===== config.mk =====
export PLATFORM = sky130hd
export DESIGN_NAME = adc_serial_trigger
export DESIGN_NICKNAME = d
export VERILOG_FILES = /design/src/rtl/adc_serial_trigger.sv
export SDC_FILE = /design/constraint.sdc
export NUM_CORES = 1
export LEC_CHECK = 0
export CORE_ASPECT_RATIO = 1.1
export CORE_MARGIN = 1.5
export CORE_UTILIZATION = 38
export CTS_CLUSTER_SIZE = 20
export DETAILED_ROUTE_END_ITERATION = 8
export PLACE_DENSITY_LB_ADDON = 0.05
export SLEW_MARGIN = 20
export SYNTH_ARGS = -nofsm -noshare
export SYNTH_HDL_FRONTEND = slang
export SYNTH_SLANG_ARGS = --single-unit

===== constraint.sdc =====
create_clock -name clk -period 2.36 [get_ports clk]
set_clock_uncertainty 0.1 [all_clocks]
set_input_delay 0.472 -clock clk [delete_from_list [all_inputs] [get_ports clk]]
set_output_delay 0.472 -clock clk [all_outputs]
set_load 0.01 [all_outputs]

===== src/rtl/adc_serial_trigger.sv =====
module adc_serial_trigger #(
  parameter int CLK_HZ = 50_000_000,
  parameter int BAUD   = 9600,
  parameter int OSR    = 16,
  parameter int DW     = 8
) (
  input  logic          clk,
  input  logic          rst_n,
  input  logic          rx,
  output logic          tx,
  output logic          adc_wr_n,
  input  logic          adc_intr_n,
  input  logic [DW-1:0] adc_data,
  output logic          data_rdy,
  output logic          overrun
);
  localparam int TICK_DIV = CLK_HZ / (BAUD * OSR);
  localparam int TW   = (TICK_DIV > 1) ? $clog2(TICK_DIV) : 1;
  localparam int SW   = $clog2(OSR);
  localparam int BW   = $clog2(DW + 2);
  localparam int HALF = OSR / 2 - 1;

  typedef enum logic [1:0] {R_IDLE, R_START, R_DATA, R_STOP} rx_st_t;

  logic [TW-1:0] div;
  logic          tick;
  logic          rx_m, rx_s;
  rx_st_t        rx_st;
  logic [SW-1:0] rx_sub;
  logic [BW-1:0] rx_bit;
  logic          rx_done;
  logic          intr_q;
  logic          intr_fall;
  logic          tx_busy;
  logic [DW+1:0] tx_sh;
  logic [SW-1:0] tx_sub;
  logic [BW-1:0] tx_bit;

  assign tick      = (div == TW'(TICK_DIV - 1));
  assign intr_fall = intr_q & ~adc_intr_n;
  assign adc_wr_n  = data_rdy;
  assign tx        = tx_busy ? tx_sh[0] : 1'b1;

  always_ff @(posedge clk or negedge rst_n) begin
    if (!rst_n)    div <= '0;
    else if (tick) div <= '0;
    else           div <= div + 1'b1;
  end

  always_ff @(posedge clk or negedge rst_n) begin
    if (!rst_n) begin
      rx_m   <= 1'b1;
      rx_s   <= 1'b1;
      intr_q <= 1'b1;
    end else begin
      rx_m   <= rx;
      rx_s   <= rx_m;
      intr_q <= adc_intr_n;
    end
  end

  always_ff @(posedge clk or negedge rst_n) begin
    if (!rst_n) begin
      rx_st   <= R_IDLE;
      rx_sub  <= '0;
      rx_bit  <= '0;
      rx_done <= 1'b0;
    end else begin
      rx_done <= 1'b0;
      case (rx_st)
        R_IDLE: if (!rx_s) begin
          rx_st  <= R_START;
          rx_sub <= '0;
        end
        R_START: if (tick) begin
          if (rx_sub == SW'(HALF)) begin
            rx_sub <= '0;
            rx_bit <= '0;
            rx_st  <= rx_s ? R_IDLE : R_DATA;
          end else begin
            rx_sub <= rx_sub + 1'b1;
          end
        end
        R_DATA: if (tick) begin
          if (rx_sub == SW'(OSR - 1)) begin
            rx_sub <= '0;
            rx_bit <= rx_bit + 1'b1;
            if (rx_bit == BW'(DW - 1)) rx_st <= R_STOP;
          end else begin
            rx_sub <= rx_sub + 1'b1;
          end
        end
        R_STOP: if (tick) begin
          if (rx_sub == SW'(OSR - 1)) begin
            rx_sub  <= '0;
            rx_done <= rx_s;
            rx_st   <= R_IDLE;
          end else begin
            rx_sub <= rx_sub + 1'b1;
          end
        end
        default: rx_st <= R_IDLE;
      endcase
    end
  end

  always_ff @(posedge clk or negedge rst_n) begin
    if (!rst_n) begin
      data_rdy <= 1'b0;
      overrun  <= 1'b0;
      tx_busy  <= 1'b0;
      tx_sh    <= '1;
      tx_sub   <= '0;
      tx_bit   <= '0;
    end else begin
      overrun <= rx_done & (data_rdy | tx_busy);
      if (rx_done && !data_rdy && !tx_busy) begin
        data_rdy <= 1'b1;
      end else if (data_rdy && intr_fall) begin
        data_rdy <= 1'b0;
        tx_busy  <= 1'b1;
        tx_sh    <= {1'b1, adc_data, 1'b0};
        tx_sub   <= '0;
        tx_bit   <= '0;
      end else if (tx_busy && tick) begin
        if (tx_sub == SW'(OSR - 1)) begin
          tx_sub <= '0;
          tx_sh  <= {1'b1, tx_sh[DW+1:1]};
          tx_bit <= tx_bit + 1'b1;
          if (tx_bit == BW'(DW + 1)) tx_busy <= 1'b0;
        end else begin
          tx_sub <= tx_sub + 1'b1;
        end
      end
    end
  end
endmodule


==> impl_metrics.csv, run 1 <==
group,metric,value,unit
cells_and_area,fin_cells,305,
cells_and_area,nNetsFinal,248,
yosys,ys.flop_type,"dfrtp_1",
floorplan,die_y,82.8,um
power_and_ir_drop,peakVddDrop,0.332,mV
drt,wl_per_cell,13.7,um
critical_path,worstSetupStartpointType,"flop",
critical_path,arrival,2.21,ns
critical_path,crit_buf_inv,1,
drt,drt-pass1-iter-count,4,
yosys,netlist.area_leader.share,0.352,
place,gp_congestion,0.810,
critical_path,reg2reg_from,"div[0]",
floorplan,ioPinCount,16,
yosys,yosysSeqAreaShare,0.495,
global_route,use_met2,0.259,
timing,max_freq,480,MHz
place,dp.cells,297,
yosys,synth_edf_count,0,
place,io_buffer_count,15,
global_route,top_usage_layer,"met2",
floorplan,num_rows,28,
yosys,synth_area_per_cell,10.3,sq um
yosys,synth.cells.most_frequent,"dfrtp_1 (31), nand2_1 (18), o21ai_0 (16)",
clock_tree,holdBufCountCts,0,
cells_and_area,final_core_util,0.462,
floorplan,initial_core_util,0.400,
critical_path,crit_family,"simple AND/OR/NAND/NOR gates",
clock_tree,clk_pin_slew,0.08,ns
global_route,overflow,0,
cells_and_area,area_delta_synth_final,15.3,%
hold_path,hold_path_class,"primary input to asynchronous set/reset pin",
timing,tightest_slew,0.488,ns
clock_tree,cts_tree,"done",
clock_tree,clockBufferDepth,2,
critical_path,timing.rr.end,"rx_sub[3]",
floorplan,core_area,0.00550,sq mm
cells_and_area,antenna_cells,0,
global_route,grt_pass1_vias,1600,
drt,viasPerCell,5.21,
drt,remaining_drc_errors,0,
power_and_ir_drop,finalPower,1.64,mW
yosys,synthArstFlopShare,1.00,
job,cap_violations,0,
clock_tree,worstSkewPairLatency,0.29,ns
status,status,"finished, final reports clean",
yosys,ys_warn_count,0,
power_and_ir_drop,power_density,645,mW/mm^2
timing,min_period,2.08,ns
yosys,synth_seq_cells,43,
critical_path,cp_max_fo,10,
cells_and_area,seqCellArea,0.00109,sq mm
global_route,grtUsageTotal,0.148,
yosys,synthTopCellsByArea,"dfrtp_1 (35%), dfstp_2 (14%), ha_1 (4.0%)",
cells_and_area,multiInputGateArea,997,sq um
drt,vias,1589,
floorplan,dieWidth,75.6,um
critical_path,critical_path_class,"flop to flop",
clock_tree,htreeDepth,2,
cells_and_area,drive_above_1_share,0.157,
timing,finalHoldViolations,0,
timing,rsz0062_at_grt,"no",
critical_path,reg2reg_slack,0.28,ns
drt,drtIter0Drc,85,
critical_path,required,2.49,ns
timing,finalHoldWorstSlack,0.0391,ns
yosys,netlist_area,0.00220,sq mm
power_and_ir_drop,cellLeakagePower,1.12,nW
yosys,netlist_instances,213,
cells_and_area,fill_cells,520,
global_route,grt_util_met3,0.0400,
yosys,synth.distinct_cells,50,
timing,setup_violations,0,
place,dpl.hpwl,3.06,mm
critical_path,slowest_delay,0.56,ns
clock_tree,postCtsSetupBuffers,0,
critical_path,worstSetupEndpointType,"flop",
yosys,synth_nets,232,
yosys,synth_top_cell_by_area,"dfrtp_1",
global_route,grt_pass1_wl,7.12,mm
timing,post-route-period-util,0.883,
timing,slew_headroom,0.674,
timing,drv_slew,0,
yosys,synth.most_common_cell,"dfrtp_1",
timing,timing.setup.tns,0,ns
floorplan,die_area,0.00626,sq mm
clock_tree,cts-resized-gates,0,
clock_tree,cts.sinks,43,
critical_path,path_cells,"inv_1, ha_1, and4bb_1, nand2_2, or4b_1, nand3_1",
global_route,antenna_found_initial,0,
critical_path,reg2reg_depth,6,
clock_tree,cts_buffers,5,
global_route,grt_max_degree,24,
clock_tree,clockRootBuffer,"clkbuf_8",
critical_path,cp_slowest_cell,"or4b_1",
drt,totalWireLength,4.17,mm
drt,drtAntennaViolNets,0,
global_route,grt_use_met1,0.172,
[per-stage QoR]
stage	worst slack (ns)	cell area (sq um)
5_1_grt	0.134	2540
3_5_place_dp	0.283	2410
3_3_place_gp	0.375	2410
2_1_floorplan	0.590	2200
6_report	0.276	2540
4_1_cts	0.270	2540
[layout by cell type (no fill, tap or decap), types with 2 or more instances in the layout]
master,n
a32o_1,2
nand4_1,5
a31oi_1,5
nand2_1,18
mux2i_1,8
a21oi_1,10
buf_4,6
xnor2_1,3
dfrtp_1,31
clkbuf_8,5
nor2_1,14
nand3b_1,2
bufinv_16,2
clkdlybuf4s50_1,14
xor2_1,7
or2_2,2
o31ai_1,3
dfstp_2,12
and3_1,3
nor4b_1,2
and2_1,2
or3_1,2
o21ai_0,16
inv_1,9
and4b_1,2
nor3_1,4
nand3_1,10
and4bb_1,2
ha_1,7
nand2b_1,2
[area by class of cell]
type / instances / area share
clock inverter: 2 / 0.0237
inverter: 9 / 0.0133
clock buffer: 6 / 0.0286
tap: 75 / 0.0370
multi-input combinational: 149 / 0.393
timing repair buffer: 21 / 0.0749
sequential: 43 / 0.430
[layer usage]
metal  routed length, um  share of wire  vias to the layer above
met3                 142          0.034                        2
met4                  23         0.0055                        0
met5                   0              0                        -
met2                2230           0.53                       29
met1                1780           0.43                      772
li1                    -              -                      786
[report_power, final]
group / switching [mW] / internal (mW) / leakage (nW)
Combinational: 0.0558 / 0.0591 / 0.528
Sequential: 0.0399 / 0.816 / 0.522
Clock: 0.242 / 0.423 / 0.0654
Total: 0.338 / 1.30 / 1.12
[flip-flops by register name, summed over array words and instances, names as in the netlist, named ones only]
name,count
div,9
tx_sh,9
rx_bit,4
rx_sub,4
tx_bit,4
tx_sub,4
adc_wr_n,1
intr_q,1
overrun,1
rx_done,1
rx_m,1
rx_s,1
rx_st,1
tx_busy,1
[cells by family (layout without fill, tap and decap cells)]
kind of cell / count (synthesis) / count (layout) / synth area share
flops: 43 / 43 / 0.495
xor+xnor: 10 / 10 / 0.0398
buf+inv: 21 / 38 / 0.0540
compound gates: 44 / 44 / 0.123
mux: 8 / 8 / 0.0364
fa+ha+maj: 7 / 7 / 0.0398
simple gates: 80 / 80 / 0.212
[how the worst max path moves through the flow]
stage,from,to,slack (ns),cells after the start
after floorplan,div[0],tx_busy,0.59,8
after global placement,div[0],rx_sub[3],0.38,6
after detailed placement,div[0],rx_sub[3],0.28,6
after CTS,div[0],rx_sub[3],0.27,6
after global routing,div[0],rx_sub[3],0.13,6
final,div[0],rx_sub[3],0.28,6
Note: power is estimated with default switching activity, not from simulation.
==> run 2, diff against run 1 <==
- SLEW_MARGIN: 20 -> 30
- clock period: 2.36 -> 2.2 ns (I/O delays scaled with it)
==> run 2 against run 1 <==
Flip-flop and latch count is the same. Sequential power up 7.2%. Sequential share of layout area grew 0.13 points. Wire length down 1.1%.
==> impl_metrics.csv, run 2 (synthesis gave the netlist of run 1 again) <==
group,metric,value,unit
drt,wl_per_cell,13.6,um
cells_and_area,antenna_cells,0,
floorplan,dieWidth,75.6,um
clock_tree,cts_tree,"done",
clock_tree,worstSkewPairLatency,0.29,ns
critical_path,required,2.33,ns
cells_and_area,layout_common_cells,"dfrtp_1 (31), nand2_1 (18), o21ai_0 (16), nor2_1 (14), clkdlybuf4s50_1 (14)",
critical_path,cp_slowest_cell,"or4b_1",
timing,min_period,2.05,ns
floorplan,num_rows,28,
clock_tree,holdBufCountCts,0,
power_and_ir_drop,finalPower,1.76,mW
cells_and_area,drive_above_1_share,0.153,
critical_path,critical_path_class,"flop to flop",
critical_path,worstSetupEndpointType,"flop",
drt,drt-pass1-iter-count,4,
clock_tree,cts_buffers,5,
power_and_ir_drop,peakVddDrop,0.312,mV
timing,drv_slew,0,
clock_tree,postCtsSetupBuffers,0,
job,cap_violations,0,
place,io_buffer_count,15,
timing,setup_violations,0,
clock_tree,cts.sinks,43,
place,placed_area,0.00240,sq mm
cells_and_area,area_delta_synth_final,14.9,%
clock_tree,htreeDepth,2,
critical_path,path_cells,"inv_1, ha_1, and4bb_1, nand2_2, or4b_1, nand3_1",
floorplan,die_y,82.8,um
drt,drtIter0Drc,89,
critical_path,slowest_delay,0.54,ns
power_and_ir_drop,power_density,697,mW/mm^2
timing,post-route-period-util,0.932,
timing,tightest_slew,0.524,ns
power_and_ir_drop,cellLeakagePower,1.11,nW
timing,slew_headroom,0.651,
timing,finalHoldViolations,0,
floorplan,core_area,0.00550,sq mm
drt,remaining_drc_errors,0,
drt,totalWireLength,4.13,mm
clock_tree,clockBufferDepth,2,
critical_path,cp_max_fo,10,
global_route,grt_pass1_wl,7.22,mm
timing,max_freq,488,MHz
cells_and_area,nNetsFinal,247,
place,dpl.hpwl,2.88,mm
global_route,grtUsageTotal,0.148,
global_route,overflow,0,
timing,finalHoldWorstSlack,0.103,ns
global_route,antenna_found_initial,0,
clock_tree,cts-resized-gates,0,
floorplan,ioPinCount,16,
global_route,grt_max_degree,44,
critical_path,worstSetupStartpointType,"flop",
clock_tree,clk_pin_slew,0.08,ns
cells_and_area,final_common_cell,"dfrtp_1",
cells_and_area,top_regs,"div x9, tx_sh x9",
place,gp_congestion,0.810,
cells_and_area,post-route-cell-area,0.00253,sq mm
critical_path,arrival,2.18,ns
global_route,grt_pass1_vias,1586,
drt,drtAntennaViolNets,0,
timing,rsz0062_at_grt,"no",
drt,vias,1591,
floorplan,die_area,0.00626,sq mm
timing,timing.setup.tns,0,ns
clock_tree,clockRootBuffer,"clkbuf_8",
floorplan,initial_core_util,0.400,
hold_path,hold_path_class,"primary input to asynchronous set/reset pin",
status,status,"finished, final reports clean",
drt,viasPerCell,5.23,
run 2: changes by cell type in the layout (fill, tap and decap cells not counted), sizes merged:
cell / change
buf: -1
run 2: critical path: cells and delay by family, from the launching register on:
family	cells	cell delay, ns
buffers and inverters	1	0.07
adders and majority gates	1	0.13
and+or+nand+nor	4	1.24
DFF	1	0.43
run 2: area by class of cell:
type / count / area, sq um
Multi-Input combinational cell: 149 / 997
Tap cell: 75 / 93.8
Timing Repair Buffer: 20 / 183
Clock buffer: 6 / 72.6
Fill cell: 533 / 2970
Sequential cell: 43 / 1090
Clock inverter: 2 / 60.1
Inverter: 9 / 33.8
run 2: per-stage QoR:
stage,setup WS (ns),utilization,cells
after floorplan,0.430,-,213
after global placement,0.216,0.436,296
after detailed placement,0.139,0.436,296
after CTS,0.130,0.460,304
after global routing,0.0262,0.460,304
final,0.149,0.460,304
run 2: worst paths after layout:
kind                              from         to  slack, ns  depth (start not counted)
worst max register to register  div[0]  rx_sub[3]       0.15                          6
worst min-delay path             rst_n  tx_sub[3]       0.10                          2
worst max-delay path            div[0]  rx_sub[3]       0.15                          6
min in group clk                  rx_m       rx_s       0.26                          0
max in group asynchronous        rst_n       rx_s       1.52                          2
worst min register to register    rx_m       rx_s       0.26                          0
run 2: layer usage:
layer	wire length, um	vias up	track usage
li1	-	778	-
met1	1840	793	0.180
met2	2120	16	0.253
met3	120	4	0.0364
met4	48	0	0.0471
met5	0	-	0
run 2: where the power goes:
part           switching [mW]  leakage, nW  total (mW)  internal, mW
logic                  0.0585        0.523       0.120        0.0620
registers              0.0428        0.522       0.918         0.875
clock network           0.272       0.0654       0.726         0.454
total                   0.373         1.11        1.76          1.39
==> run 3, diff against run 2 <==
- CORE_UTILIZATION: 38 -> 45
- GPL_TIMING_DRIVEN: not set -> 0
==> run 3 against run 2 <==
Combinational power increased by 7%. Cell count is 3.6% lower. Via count grew 2.3%. Fmax increased by 2.1%. Worst setup slack better by 0.042 ns. First-iteration DRC count shrank 42%. Register-to-register slack improved by 0.04 ns. Global-route usage rose by 2.7 points. Critical path depth shrank 1. Design area increased by 0.20%. Critical endpoint is now rx_bit[3]. Largest cell class unchanged. Largest power group unchanged.
==> impl_metrics.csv, run 3 (synthesis gave the netlist of run 1 again) <==
group,metric,value,unit
power_and_ir_drop,comb_power_share,0.083,
drt,drtAntennaViolNets,0,
drt,vias,1627,
clock_tree,clockRootBuffer,"clkbuf_8",
timing,rsz0062_at_grt,"no",
cells_and_area,final_common_cell,"dfrtp_1",
drt,routed.top_layer,"met4",
place,gp_congestion,0.874,
cells_and_area,drive_above_1_share,0.169,
floorplan,die_area,0.00532,sq mm
floorplan,dieWidth,69.7,um
floorplan,die_y,76.4,um
drt,wl_met2,2.15,mm
place,dpl.hpwl,3.11,mm
timing,min_period,2.01,ns
cells_and_area,area_delta_synth_final,15.2,%
critical_path,cp_slowest_cell,"nor4b_1",
critical_path,path_cells,"ha_1, nand4_1, nor4b_1, o21ai_0, a21bo_2",
timing,tightest_slew,0.577,ns
timing,drv_slew,0,
clock_tree,htreeDepth,2,
place,io_buffer_count,15,
floorplan,ioPinCount,16,
clock_tree,postCtsSetupBuffers,0,
clock_tree,cts.sinks,43,
timing,timing.setup.tns,0,ns
global_route,antenna_found_initial,0,
floorplan,initial_core_util,0.470,
drt,remaining_drc_errors,0,
timing,finalHoldViolations,0,
timing,post-route-period-util,0.913,
timing,max_freq,498,MHz
power_and_ir_drop,power_density,613,mW/mm^2
global_route,grt_pass1_vias,1673,
clock_tree,holdBufCountCts,0,
cells_and_area,layout_common_cells,"dfrtp_1 (31), nand2_1 (18), o21ai_0 (16), nor2_1 (14), clkdlybuf4s50_1 (14)",
critical_path,cp_max_fo,8,
global_route,grt_max_degree,24,
place,placed_area,0.00244,sq mm
critical_path,worstSetupStartpointType,"flop",
power_and_ir_drop,p_clk_frac,0.325,
timing,setup_violations,0,
drt,drt-pass1-iter-count,6,
timing,finalHoldWorstSlack,0.00584,ns
cells_and_area,fill_cells,430,
global_route,grt_pass1_wl,7.47,mm
critical_path,critical_path_class,"flop to flop",
status,status,"finished, final reports clean",
cells_and_area,nNetsFinal,255,
drt,wl_per_cell,14.6,um
clock_tree,clockBufferDepth,2,
cells_and_area,post-route-cell-area,0.00254,sq mm
critical_path,required,2.29,ns
power_and_ir_drop,cellLeakagePower,1.14,nW
power_and_ir_drop,p_sw,0.359,mW
drt,wl_met1,1.97,mm
cells_and_area,antenna_cells,0,
drt,drtIter0Drc,52,
hold_path,hold_path_class,"primary input to asynchronous set/reset pin",
power_and_ir_drop,power.internal,1.20,mW
drt,viasPerCell,5.55,
cells_and_area,top_regs,"div x9, tx_sh x9",
power_and_ir_drop,p_sw_frac,0.231,
critical_path,worstSetupEndpointType,"flop",
drt,wl_met3,137,um
clock_tree,cts-resized-gates,0,
critical_path,slowest_delay,0.44,ns
global_route,grtUsageTotal,0.176,
clock_tree,worstSkewPairLatency,0.29,ns
critical_path,arrival,2.10,ns
power_and_ir_drop,peakVddDrop,0.275,mV
floorplan,core_area,0.00468,sq mm
clock_tree,cts_buffers,5,
timing,slew_headroom,0.614,
critical_path,crit_buf_inv,0,
power_and_ir_drop,p_seq_frac,0.592,
clock_tree,cts_tree,"done",
clock_tree,clk_pin_slew,0.08,ns
job,cap_violations,0,
critical_path,crit_family,"simple AND/OR/NAND/NOR gates",
floorplan,num_rows,26,
drt,totalWireLength,4.29,mm
global_route,overflow,0,
==> run 3: final cells by class <==
type / count / area (sq um) / share of cell area
plain buffers: 12 / 85.1 / 0.0335
clock buffers: 7 / 86.3 / 0.0340
clock inverters: 1 / 5.00 / 0.00197
inverters: 9 / 33.8 / 0.0133
multi-input cells: 149 / 992 / 0.391
flip-flops and latches: 43 / 1090 / 0.430
well taps: 56 / 70.1 / 0.0276
repair buffers: 16 / 173 / 0.0681
==> run 3: final timing paths <==
check	startpoint	end	slack (ns)	depth (start not counted)
min reg2reg	rx_m	rx_s	0.26	0
max in group asynchronous	rst_n	tx_sh[1]	1.42	2
max reg2reg	rx_sub[0]	rx_bit[3]	0.19	5
max	rx_sub[0]	rx_bit[3]	0.19	5
min	rst_n	tx_sub[0]	0.006	1
min in group clk	rx_m	rx_s	0.26	0
==> run 3: power by group through the flow <==
stage | clock [mW] | combinational (mW) | sequential [mW]
2_1_floorplan | 0 | 0.0693 | 0.919
3_3_place_gp | 0 | 0.117 | 0.928
3_5_place_dp | 0 | 0.130 | 0.931
4_1_cts | 0.534 | 0.132 | 0.918
5_1_grt | 0.567 | 0.148 | 0.927
6_report | 0.506 | 0.129 | 0.920
==> run 3: worst reg2reg max path, stage by stage, from the launching register on <==
cell	delay [ns]
dfrtp_1	0.40
ha_1	0.34
nand4_1	0.28
nor4b_1	0.44
o21ai_0	0.13
a21bo_2	0.22
==> run 3: stage by stage <==
step | std cells | power (mW) | setup slack (ns) | utilization
floorplan | 213 | 0.989 | 0.430 | -
global placement | 284 | 1.05 | -0.449 | 0.517
detailed placement | 285 | 1.06 | 0.0291 | 0.522
CTS | 293 | 1.58 | 0.198 | 0.541
global route | 293 | 1.64 | 0.0254 | 0.541
finish | 293 | 1.55 | 0.191 | 0.541
==> run 3: routing by layer <==
layer | vias to the layer above | global-route usage
li1 | 797 | -
met1 | 793 | 0.206
met2 | 32 | 0.302
met3 | 5 | 0.0463
met4 | 0 | 0.0769
met5 | - | 0
